[config.mk]
export PLATFORM = sky130hd
export DESIGN_NAME = rst_emu_ctrl
export DESIGN_NICKNAME = d
export VERILOG_FILES = /design/src/rtl/rstemu_pkg.sv /design/src/rtl/rstemu_sync.sv /design/src/rtl/rstemu_qual.sv /design/src/rtl/rstemu_entry.sv /design/src/rtl/rst_emu_ctrl.sv
export SDC_FILE = /design/constraint.sdc
export NUM_CORES = 1
export LEC_CHECK = 0
export BUFFER_PORTS_ARGS = -buffer_cell sky130_fd_sc_hd__clkbuf_2
export CORE_AREA = 2 2 39 41
export DETAILED_ROUTE_END_ITERATION = 10
export DIE_AREA = 0 0 41 43
export PLACE_DENSITY_LB_ADDON = 0.05
export SLEW_MARGIN = 10
export SYNTH_ARGS = -nofsm -noshare
export SYNTH_HDL_FRONTEND = slang
export SYNTH_HIERARCHICAL = 1
export SYNTH_SLANG_ARGS = --single-unit
export TNS_END_PERCENT = 100
[constraint.sdc]
create_clock -name clk -period 1.1 [get_ports clk]
set_input_delay 0.33 -clock clk [delete_from_list [all_inputs] [get_ports clk]]
set_output_delay 0.33 -clock clk [all_outputs]
set_load 0.005 [all_outputs]
[src/rtl/rstemu_pkg.sv]
package rstemu_pkg;
  typedef enum logic {
    MODE_RUN = 1'b0,
    MODE_EMU = 1'b1
  } emu_mode_e;

  localparam int unsigned SYNC_DEPTH_DEF = 2;
  localparam int unsigned QUAL_TICKS_DEF = 2;
endpackage

[src/rtl/rstemu_sync.sv]
module rstemu_sync #(
  parameter int unsigned STAGES = 2
) (
  input  logic clk,
  input  logic arst_n,
  input  logic d_in,
  output logic q_out
);
  logic [STAGES-1:0] stg_q;
  logic [STAGES-1:0] stg_d;

  assign stg_d[0] = d_in;
  generate
    for (genvar gi = 1; gi < STAGES; gi++) begin : g_chain
      assign stg_d[gi] = stg_q[gi-1];
    end
  endgenerate

  always_ff @(posedge clk or negedge arst_n) begin
    if (!arst_n) stg_q <= '0;
    else         stg_q <= stg_d;
  end

  assign q_out = stg_q[STAGES-1];

  // the synchronized level is the pin level STAGES edges earlier
  p_sync_delay_r2: assert property (@(posedge clk) disable iff (!arst_n)
    q_out |-> $past(d_in, STAGES));
endmodule

[src/rtl/rstemu_qual.sv]
module rstemu_qual #(
  parameter int unsigned QUAL_TICKS = 2
) (
  input  logic clk,
  input  logic arst_n,
  input  logic tick,
  input  logic rst_s,
  output logic held
);
  localparam int unsigned CW = $clog2(QUAL_TICKS + 1);
  localparam logic [CW-1:0] LIMIT = CW'(QUAL_TICKS);

  logic [CW-1:0] cnt_q, cnt_d;
  logic          held_q, held_d;

  always_comb begin
    cnt_d = cnt_q;
    if (!rst_s)                     cnt_d = '0;
    else if (tick && cnt_q < LIMIT) cnt_d = cnt_q + 1'b1;
    held_d = (cnt_d == LIMIT);
  end

  always_ff @(posedge clk or negedge arst_n) begin
    if (!arst_n) begin
      cnt_q  <= '0;
      held_q <= 1'b0;
    end else begin
      cnt_q  <= cnt_d;
      held_q <= held_d;
    end
  end

  assign held = held_q;

  // reset only asserts while the synchronized pin was high
  p_held_needs_pin_r2: assert property (@(posedge clk) disable iff (!arst_n)
    held |-> $past(rst_s));
  // assertion happens on a machine-cycle tick
  p_rise_on_tick_r2: assert property (@(posedge clk) disable iff (!arst_n)
    $rose(held) |-> $past(tick));
  // a low synchronized pin drops reset on the next edge
  p_drop_on_low_r4: assert property (@(posedge clk) disable iff (!arst_n)
    !rst_s |=> !held);
endmodule

[src/rtl/rstemu_entry.sv]
module rstemu_entry
  import rstemu_pkg::*;
(
  input  logic      clk,
  input  logic      arst_n,
  input  logic      core_rst,
  input  logic      ale,
  input  logic      psen,
  output emu_mode_e mode
);
  logic      hprev_q, hprev_d;
  logic      armed_q, armed_d;
  emu_mode_e mode_q, mode_d;
  logic      pat_ok;
  logic      release_evt;

  assign pat_ok      = !ale && psen;
  assign release_evt = hprev_q && !core_rst;

  always_comb begin
    hprev_d = core_rst;
    armed_d = 1'b0;
    if (core_rst) armed_d = hprev_q ? (armed_q && pat_ok) : pat_ok;
    mode_d = mode_q;
    if (release_evt) mode_d = (armed_q && !ale) ? MODE_EMU : MODE_RUN;
  end

  always_ff @(posedge clk or negedge arst_n) begin
    if (!arst_n) begin
      hprev_q <= 1'b0;
      armed_q <= 1'b0;
      mode_q  <= MODE_RUN;
    end else begin
      hprev_q <= hprev_d;
      armed_q <= armed_d;
      mode_q  <= mode_d;
    end
  end

  assign mode = mode_q;

  // mode only changes on the edge after reset falls
  p_mode_change_at_release_r10: assert property (@(posedge clk) disable iff (!arst_n)
    (mode_q != $past(mode_q)) |-> $past(hprev_q && !core_rst));
  // mode is stable while reset is held
  p_mode_stable_in_reset_r10: assert property (@(posedge clk) disable iff (!arst_n)
    core_rst |=> $stable(mode_q));
  // entry requires the address strobe low at release
  p_entry_ale_low_r5: assert property (@(posedge clk) disable iff (!arst_n)
    (mode_q == MODE_EMU && $past(mode_q) == MODE_RUN) |-> $past(!ale));
  // entry requires the fetch strobe high on the last held cycle
  p_entry_psen_high_r7: assert property (@(posedge clk) disable iff (!arst_n)
    (mode_q == MODE_EMU && $past(mode_q) == MODE_RUN) |-> $past(psen, 2));
endmodule

[src/rtl/rst_emu_ctrl.sv]
module rst_emu_ctrl
  import rstemu_pkg::*;
#(
  parameter int unsigned SYNC_DEPTH = SYNC_DEPTH_DEF,
  parameter int unsigned QUAL_TICKS = QUAL_TICKS_DEF
) (
  input  logic clk,
  input  logic arst_n,
  input  logic mc_tick,
  input  logic rst_pin,
  input  logic ale_pin,
  input  logic psen_pin,
  output logic core_rst,
  output logic emu_mode,
  output logic p0_float_en,
  output logic weak_pu_en
);
  logic      rst_s;
  logic      held;
  emu_mode_e mode;

  rstemu_sync #(.STAGES(SYNC_DEPTH)) u_sync (
    .clk    (clk),
    .arst_n (arst_n),
    .d_in   (rst_pin),
    .q_out  (rst_s)
  );

  rstemu_qual #(.QUAL_TICKS(QUAL_TICKS)) u_qual (
    .clk    (clk),
    .arst_n (arst_n),
    .tick   (mc_tick),
    .rst_s  (rst_s),
    .held   (held)
  );

  rstemu_entry u_entry (
    .clk      (clk),
    .arst_n   (arst_n),
    .core_rst (held),
    .ale      (ale_pin),
    .psen     (psen_pin),
    .mode     (mode)
  );

  assign core_rst    = held;
  assign emu_mode    = (mode == MODE_EMU);
  assign p0_float_en = emu_mode;
  assign weak_pu_en  = emu_mode;

  // everything is quiet right after power-on reset
  p_quiet_after_por_r1: assert property (@(posedge clk) disable iff (!arst_n)
    $rose(arst_n) |-> (!core_rst && !emu_mode));
endmodule

==> reports/summary.txt, run 1 <==
status - completed
vias in the first global route - 207
Synth cell types - 14
die area - 1760 um2
root buffer cell - clkbuf_4
Core Region - 1380 um2
Final period util - 99.5%
Worst path top cell family by delay - flip-flops
Rows - 14
Final Util - 29.4%
flop and latch count out of synthesis - 8
Place WS - 0.113 ns
I/O pin cnt - 10
Hold Vio Cnt, Final - 0
Initial Util - 22.9%
TNS Setup - 0 ns
Setup Viol. Count Final - 0
Total Routed Length - 556 um
gr ovfl total - 0
CP max FO - 4
first-pass GRT wire length - 807 um
antenna viol nets, final - 0
GRT Overall Usage - 7.61%
routed via count - 214
Worst EP required - 0.77 ns
pwr dens - 1470 nW/um2
largest net degree at the start of global routing - 9
WP buf/inv - 1
synthesis warning total - 6
Lkg Pwr - 0.000210 uW
final worst slack - 0.00535 ns
fin. max-slew vios - 0
drt via density - 4.04
final std cells w/o fill - 53
Seq/Total Area, Yosys - 63.2%
CP endpoint kind - output pin
CTS resizes - 0
CTS clk-pin slew, worst paths - 0.05 ns
antenna cells - 0
fin crit period - 1.09 ns
worst path cell trace - clkbuf_2
Die Y - 43 um
worst-margin pin slew - 0.198 ns
Max stage delay on crit path - 0.40 ns
Mapped Area - 317 um2
PortBufs - 9
DR pass1 iterations - 2
fillers - 150
Synthesized Nets - 31
clock latency at the later pin of the worst-skew pair - 0.24 ns
DRC - 0
clock buffer depth - 2
nets@finish - 45
Final GP Congestion - 0.585
Critical Path AT - 0.76 ns
RSZ-0062 raised after global routing - yes
DR iter-0 viols - 3
Max Fclk - 0.914 GHz
layout cells sized above 1 - 40.5%
Die W - 41 um
CTS Sinks - 8
peak supply drop - 527 uV
Pwr Total - 600 uW
min-delay worst type - primary input to flip-flop
Wirelength per Cell - 10.5 um
worst clock skew - 0.000476 ns
CP startpoint kind - flip-flop
Max transition margin - 86.8%
WS Path Type - flip-flop to output pin
cells after synthesis - 25
max cap viols - 0
H-tree Lvls - 1
placed cell count - 48
Mean Syn Cell Area - 12.7 um2
total CTS buffers - 3
antenna violations before repair - 0
hpwl dp - 418 um
critical path's slowest cell - dfrtp_1
CTS tree - done
Area growth syn-to-layout - 28.5%
## cells in the mapped netlist, drive strengths merged
cell	number	area, um2
buf	2	15.0
nand2b	1	6.26
and2b	1	7.51
nand4b	1	8.76
a21oi	1	5.00
mux2i	1	10.0
nor2b	4	27.5
nand2	2	7.51
nor3	1	5.00
mux2	1	15.0
inv	1	3.75
dfrtp	8	200
o21ai	1	5.00
## final cells by class
| cell class | count | area [um2] | share of cell area, % |
|---|---|---|---|
| Sequential cell | 8 | 200 | 49.2 |
| Multi-Input combinational cell | 14 | 97.6 | 24.0 |
| Timing Repair Buffer | 11 | 62.6 | 15.4 |
| Clock buffer | 3 | 22.5 | 5.54 |
| Tap cell | 16 | 20.0 | 4.92 |
| Inverter | 1 | 3.75 | 0.923 |
## worst paths after layout
path	end	cells past startpoint	slack (ns)	from
setup / recovery	core_rst	1	0.005	u_qual/held
hold / removal	u_sync/stg_q[0]	1	0.19	rst_pin
setup reg to reg	u_entry/mode	2	0.11	u_qual/held
hold reg to reg	u_sync/stg_q[1]	0	0.35	u_sync/stg_q[0]
max in group asynchronous	u_sync/stg_q[0]	2	0.46	arst_n
min in group asynchronous	u_qual/held	2	0.46	arst_n
## report_power, final
group          switching, uW  internal, uW
logic                   23.6          32.6
clock network           90.3           124
registers               15.6           313
## placed cells by master (no fill, tap or decap), drive strengths merged
cell type     n
clkbuf       12
dfrtp         8
nor2b         4
nand2         2
dlygate4sd3   1
nor3          1
and2b         1
mux2          1
buf           1
nand2b        1
mux2i         1
a21oi         1
inv           1
nand4b        1
o21ai         1
## registers in the layout, summed over array words and instances, names as in the netlist
register and cells:
u_sync/stg_q 2, u_qual/held 1, u_entry/hprev_q 1, u_entry/armed_q 1, u_entry/mode 1, u_qual/cnt_q 2
## cell families (layout without fill, tap and decap cells)
group                  count (synthesis)  after routing  share of synthesized area (%)
buffers and inverters                  3             15                           5.93
and+or+nand+nor                       10             10                           19.8
DFF                                    8              8                           63.2
AOI/OAI and AO/OA                      2              2                           3.16
muxes                                  2              2                           7.90
## metal layers
layer	track usage, %	vias to the layer above	wire, um
li1	-	104	-
met1	7.67	100	251
met2	9.69	8	247
met3	3.14	2	49
met4	10.0	0	8
met5	0	-	0
## timing repair
item	4_1_cts	5_1_grt
gates cloned	0	0
endpoints found under the setup margin	4	4
endpoints found under the hold margin	8	0
buffers inserted	0	1
hold buffers	1	0
## metrics by stage
stage	hold slack (ns)	instance area, um2
2_1_floorplan	0.0344	317
3_3_place_gp	0.187	367
3_5_place_dp	0.186	367
4_1_cts	0.180	399
5_1_grt	0.176	407
6_report	0.191	407
Note: power is estimated with default switching activity, not from simulation.
==> inputs of run 2 (changes only) <==
CELL_PAD_IN_SITES_DETAIL_PLACEMENT = 0   (was default)
CELL_PAD_IN_SITES_GLOBAL_PLACEMENT = 1   (was default)
==> run 2 against run 1 <==
Combinational power is 16% higher; worst setup slack improved by 0.0078 ns; clock-buffer cell count unchanged; worst hold slack about the same; sequential power about the same; largest power group unchanged; first-iteration DRC count decreased by 67%; power rose by 2.8%; core utilization increased by 1.1 points; via count rose by 2.3%; non-clock buffer count rose by 2; die area stayed put; global-route usage grew 1.9 points.
==> reports/summary.txt, run 2 (synthesis gave the netlist of run 1 again) <==
final instance area - 422 um2 (+3.7%)
fin crit period - 1.09 ns (-0.00778 ns)
Place WS - 0.118 ns (+0.00487 ns)
end point of the critical path - core_rst
vias in the first global route - 251 (+21%)
RR Endpoint - u_entry/mode
WP buf/inv - 1 (unchanged)
WS Path Type - flip-flop to output pin
GRT Overall Usage - 9.54% (+1.9 points)
highest-count cells in the layout ignoring fill and taps - clkbuf_2, dfrtp_1, clkbuf_4, nor2b_1, buf_4
DR pass1 iterations - 3 (+1)
peak supply drop - 574 uV (+8.9%)
worst path cell trace - clkbuf_2
Hold Vio Cnt, Final - 0 (unchanged)
die area - 1760 um2 (unchanged)
Rows - 14 (unchanged)
DR iter-0 viols - 1 (-2)
area of the multi-input gates - 97.6 um2 (unchanged)
CP startpoint kind - flip-flop
DRC - 0 (unchanged)
CP max FO - 3 (-1)
Pwr Total - 616 uW (+2.8%)
fillers - 148 (-1.3%)
layout cells sized above 1 - 43.6% (+3.0 points)
commonest non-fill, non-tap cell in the layout - clkbuf_2
Die W - 41 um (unchanged)
worst clock skew - 0.00895 ns (+0.00848 ns)
root buffer cell - clkbuf_4
Lkg Pwr - 0.000221 uW (+5.1%)
worst-margin pin slew - 0.200 ns (+0.00226 ns)
Worst path top cell family by delay - flip-flops
largest net degree at the start of global routing - 9 (unchanged)
RSZ-0062 raised after global routing - yes
FF-to-FF path depth - 2 (unchanged)
CTS clk-pin slew, worst paths - 0.06 ns (about the same)
CP endpoint kind - output pin
clock buffer depth - 2 (unchanged)
Max Fclk - 0.920 GHz (+0.72%)
Area growth syn-to-layout - 33.2%
internal reg-to-reg setup slack - 0.13 ns (+0.02 ns)
max cap viols - 0 (unchanged)
Initial Util - 22.9% (unchanged)
critical path's slowest cell - dfrtp_1
CTS resizes - 0 (unchanged)
final worst slack - 0.0131 ns (+0.00778 ns)
Worst EP required - 0.77 ns (about the same)
total CTS buffers - 3 (unchanged)
CP Depth - 1 (unchanged)
H-tree Lvls - 1 (unchanged)
Die Y - 43 um (unchanged)
CTS Sinks - 8 (unchanged)
Final period util - 98.8% (-0.71 points)
antenna viol nets, final - 0 (unchanged)
register area - 200 um2 (unchanged)
Critical Path AT - 0.76 ns (about the same)
TNS Setup - 0 ns (unchanged)
antenna cells - 0 (unchanged)
biggest regs - u_qual/cnt_q: 2 flops, u_sync/stg_q: 2 flops
drt via density - 3.98 (-1.4%)
CP startpoint - u_qual/held
routed via count - 219 (+2.3%)
clock latency at the later pin of the worst-skew pair - 0.25 ns (about the same)
status - completed
PortBufs - 9 (unchanged)
placed cell area - 367 um2 (unchanged)
pwr dens - 1460 nW/um2 (-0.86%)
hpwl dp - 425 um (+1.8%)
Core Region - 1380 um2 (unchanged)
Critical R2R Launch - u_qual/held
fin. max-slew vios - 0 (unchanged)
Final GP Congestion - 0.564 (-3.6%)
CTS tree - done
Total Routed Length - 591 um (+6.3%)
min-delay worst type - primary input to flip-flop
gr ovfl total - 0 (unchanged)
Setup Viol. Count Final - 0 (unchanged)
Final Util - 30.5% (+1.1 points)
Max stage delay on crit path - 0.39 ns (about the same)
Wirelength per Cell - 10.7 um (+2.4%)
antenna violations before repair - 0 (unchanged)
first-pass GRT wire length - 1.05 mm (+30%)
Max transition margin - 86.6% (-0.15 points)
nets@finish - 47 (+4.4%)
I/O pin cnt - 10 (unchanged)
## run 2: changes by cell type in the layout (fill, tap and decap cells not counted)
cell / previous run / this run
buf_4: 1 / 3
## run 2: report_power, final
group	switching, uW	internal (uW)	leakage, uW	total [uW]
Clock	98.5	125	0.0000138	223
Combinational	26.2	39.0	0.000102	65.2
Sequential	14.8	313	0.000105	328
Total	140	477	0.000221	616
## run 2: final cells by class
class	count	share of cell area (%)
sequential	8	47.5
timing repair buffer	13	18.4
inverter	1	0.890
clock buffer	3	5.34
tap	16	4.75
multi-input combinational	14	23.1
## run 2: repair_timing
| item | CTS | global route |
|---|---|---|
| hold endpoints to repair | 8 | 0 |
| hold buffers | 1 | 0 |
| setup endpoints to repair | 4 | 4 |
| setup buffers | 2 | 1 |
| pin swaps | 0 | 0 |
## run 2: stage by stage
stage | hold slack (ns) | cells
6_report | 0.191 | 55
5_1_grt | 0.166 | 55
4_1_cts | 0.177 | 54
3_5_place_dp | 0.188 | 48
3_3_place_gp | 0.188 | 48
2_1_floorplan | 0.0344 | 25
## run 2: routing by layer
metal	vias up	global-route usage [%]	share of wire, %
met2	7	14.1	55
li1	109	-	-
met1	103	10.0	37
met4	0	10.0	0
met3	0	2.09	8.1
met5	-	0	0
## run 2: how the worst min path moves through the flow
stage	slack, ns	end	depth (start not counted)	startpoint
final	0.19	u_sync/stg_q[0]	1	rst_pin
after global routing	0.17	u_sync/stg_q[0]	1	rst_pin
after CTS	0.18	u_sync/stg_q[0]	1	rst_pin
after detailed placement	0.19	u_sync/stg_q[1]	1	arst_n
after global placement	0.19	u_sync/stg_q[0]	1	arst_n
after floorplan	0.03	u_entry/armed_q	0	arst_n
==> inputs of run 3 (changes only) <==
SETUP_SLACK_MARGIN = 0.3   (was default)
==> run 3 against run 2 <==
Flip-flop and latch count stayed put; sequential share of layout area stayed put; power is 1.0% lower; critical path depth stayed put; core utilization stayed put; non-clock buffer count is 1 lower; routed wire length is 5.9% lower; final cell count is 1.8% lower; maximum frequency is 0.56% lower; largest power group unchanged; clock power is 3% lower; combinational power hardly changed.
==> reports/summary.txt, run 3 (synthesis gave the netlist of run 1 again) <==
drt via density - 4.11 (+3.2%)
DR iter-0 viols - 5 (+4)
antenna cells - 0 (unchanged)
placed cell count - 48 (unchanged)
fin crit period - 1.09 ns (+0.00618 ns)
max cap viols - 0 (unchanged)
CTS clk-pin slew, worst paths - 0.05 ns (about the same)
highest-count cells in the layout ignoring fill and taps - clkbuf_2, dfrtp_1, clkbuf_4
root buffer cell - clkbuf_4
final std cells w/o fill - 54 (-1.8%)
routed via count - 222 (+1.4%)
PortBufs - 9 (unchanged)
Worst EP required - 0.77 ns (about the same)
Final period util - 99.4% (+0.56 points)
fillers - 148 (unchanged)
clock latency at the later pin of the worst-skew pair - 0.25 ns (about the same)
Wirelength per Cell - 10.3 um (-4.2%)
die area - 1760 um2 (unchanged)
Internal - 476 uW (-0.18%)
Rows - 14 (unchanged)
commonest non-fill, non-tap cell in the layout - clkbuf_2
RSZ-0062 raised after global routing - yes
Hold Vio Cnt, Final - 0 (unchanged)
pwr dens - 1450 nW/um2 (-1.0%)
CTS Sinks - 8 (unchanged)
CP endpoint kind - output pin
Setup Viol. Count Final - 0 (unchanged)
switching share of total power - 22.0% (-0.66 points)
Flop pwr share - 53.8% (+0.6 points)
critical path's slowest cell - dfrtp_1
I/O pin cnt - 10 (unchanged)
Total Routed Length - 556 um (-5.9%)
Core Region - 1380 um2 (unchanged)
Max Fclk - 0.915 GHz (-0.56%)
DR pass1 iterations - 3 (unchanged)
register area - 200 um2 (unchanged)
worst path cell trace - clkbuf_2
layout cells sized above 1 - 47.4% (+3.8 points)
status - completed
Max stage delay on crit path - 0.40 ns (about the same)
CP max FO - 4 (+1)
gr ovfl total - 0 (unchanged)
Die Y - 43 um (unchanged)
biggest regs - u_qual/cnt_q: 2 flops, u_sync/stg_q: 2 flops
vias in the first global route - 206 (-18%)
clock buffer depth - 2 (unchanged)
Initial Util - 22.9% (unchanged)
Final GP Congestion - 0.584 (+3.6%)
clock share of power - 35.5% (-0.7 points)
fin. max-slew vios - 0 (unchanged)
H-tree Lvls - 1 (unchanged)
Critical Path AT - 0.76 ns (about the same)
peak supply drop - 513 uV (-11%)
Area growth syn-to-layout - 33.2% (unchanged)
Lkg Pwr - 0.000217 uW (-1.5%)
sw power - 134 uW (-3.9%)
Final Util - 30.5% (unchanged)
combinational share of power - 10.7% (about the same)
antenna violations before repair - 0 (unchanged)
area of the multi-input gates - 105 um2 (+7.7%)
first-pass GRT wire length - 910 um (-13%)
CTS tree - done
nets@finish - 46 (-2.1%)
antenna viol nets, final - 0 (unchanged)
Die W - 41 um (unchanged)
total CTS buffers - 3 (unchanged)
worst clock skew - 0.00419 ns (-0.00476 ns)
WP buf/inv - 1 (unchanged)
min-delay worst type - primary input to flip-flop
CP startpoint kind - flip-flop
WS Path Type - flip-flop to output pin
Worst path top cell family by delay - flip-flops
largest net degree at the start of global routing - 9 (unchanged)
Max transition margin - 87.0% (+0.39 points)
DRC - 0 (unchanged)
worst-margin pin slew - 0.194 ns (-0.00581 ns)
GRT Overall Usage - 8.55% (-1.0 points)
-- run 3: power groups by stage --
stage               Clock (uW)  Sequential [uW]  Combinational [uW]
finish                     217              328                65.5
global route               240              330                73.9
CTS                        234              328                61.3
detailed placement           0              333                52.8
global placement             0              333                52.1
floorplan                    0              330                32.4
-- run 3: area by class of cell --
cell class | instances | area share (%)
Timing Repair Buffer | 12 | 16.6
Tap cell | 16 | 4.75
Sequential cell | 8 | 47.5
Inverter | 1 | 0.890
Clock buffer | 3 | 5.34
Multi-Input combinational cell | 14 | 24.9
-- run 3: stage by stage --
step	setup WS, ns	hold slack, ns	TNS (ns)	total power [uW]	instance area (um2)
global placement	0.107	0.187	0	385	367
detailed placement	0.0835	0.184	0	386	367
floorplan	0.141	0.0344	0	363	324
global route	-0.0348	0.169	-0.126	644	422
finish	0.00695	0.183	0	610	422
CTS	-0.0185	0.171	-0.0661	623	409
-- run 3: repair_timing --
item	CTS	global route
endpoints found under the hold margin	8	0
buffers inserted	1	1
hold buffers	1	0
gates resized for setup	1	2
endpoints found under the setup margin	6	8
-- run 3: layer usage --
| layer | wire, um | track usage (%) |
|---|---|---|
| met2 | 271 | 10.3 |
| met1 | 227 | 9.73 |
| met5 | 0 | 0 |
| met3 | 47 | 3.66 |
| met4 | 10 | 10.0 |
-- run 3: worst paths after layout --
path / start / endpoint / slack, ns / depth (start not counted)
min: rst_pin / u_sync/stg_q[0] / 0.18 / 1
min in group asynchronous: arst_n / u_sync/stg_q[0] / 0.45 / 2
max reg2reg: u_qual/held / u_entry/mode / 0.13 / 2
min reg2reg: u_sync/stg_q[0] / u_sync/stg_q[1] / 0.35 / 0
max in group asynchronous: arst_n / u_qual/cnt_q[0] / 0.47 / 2
max: u_entry/mode / weak_pu_en / 0.007 / 1
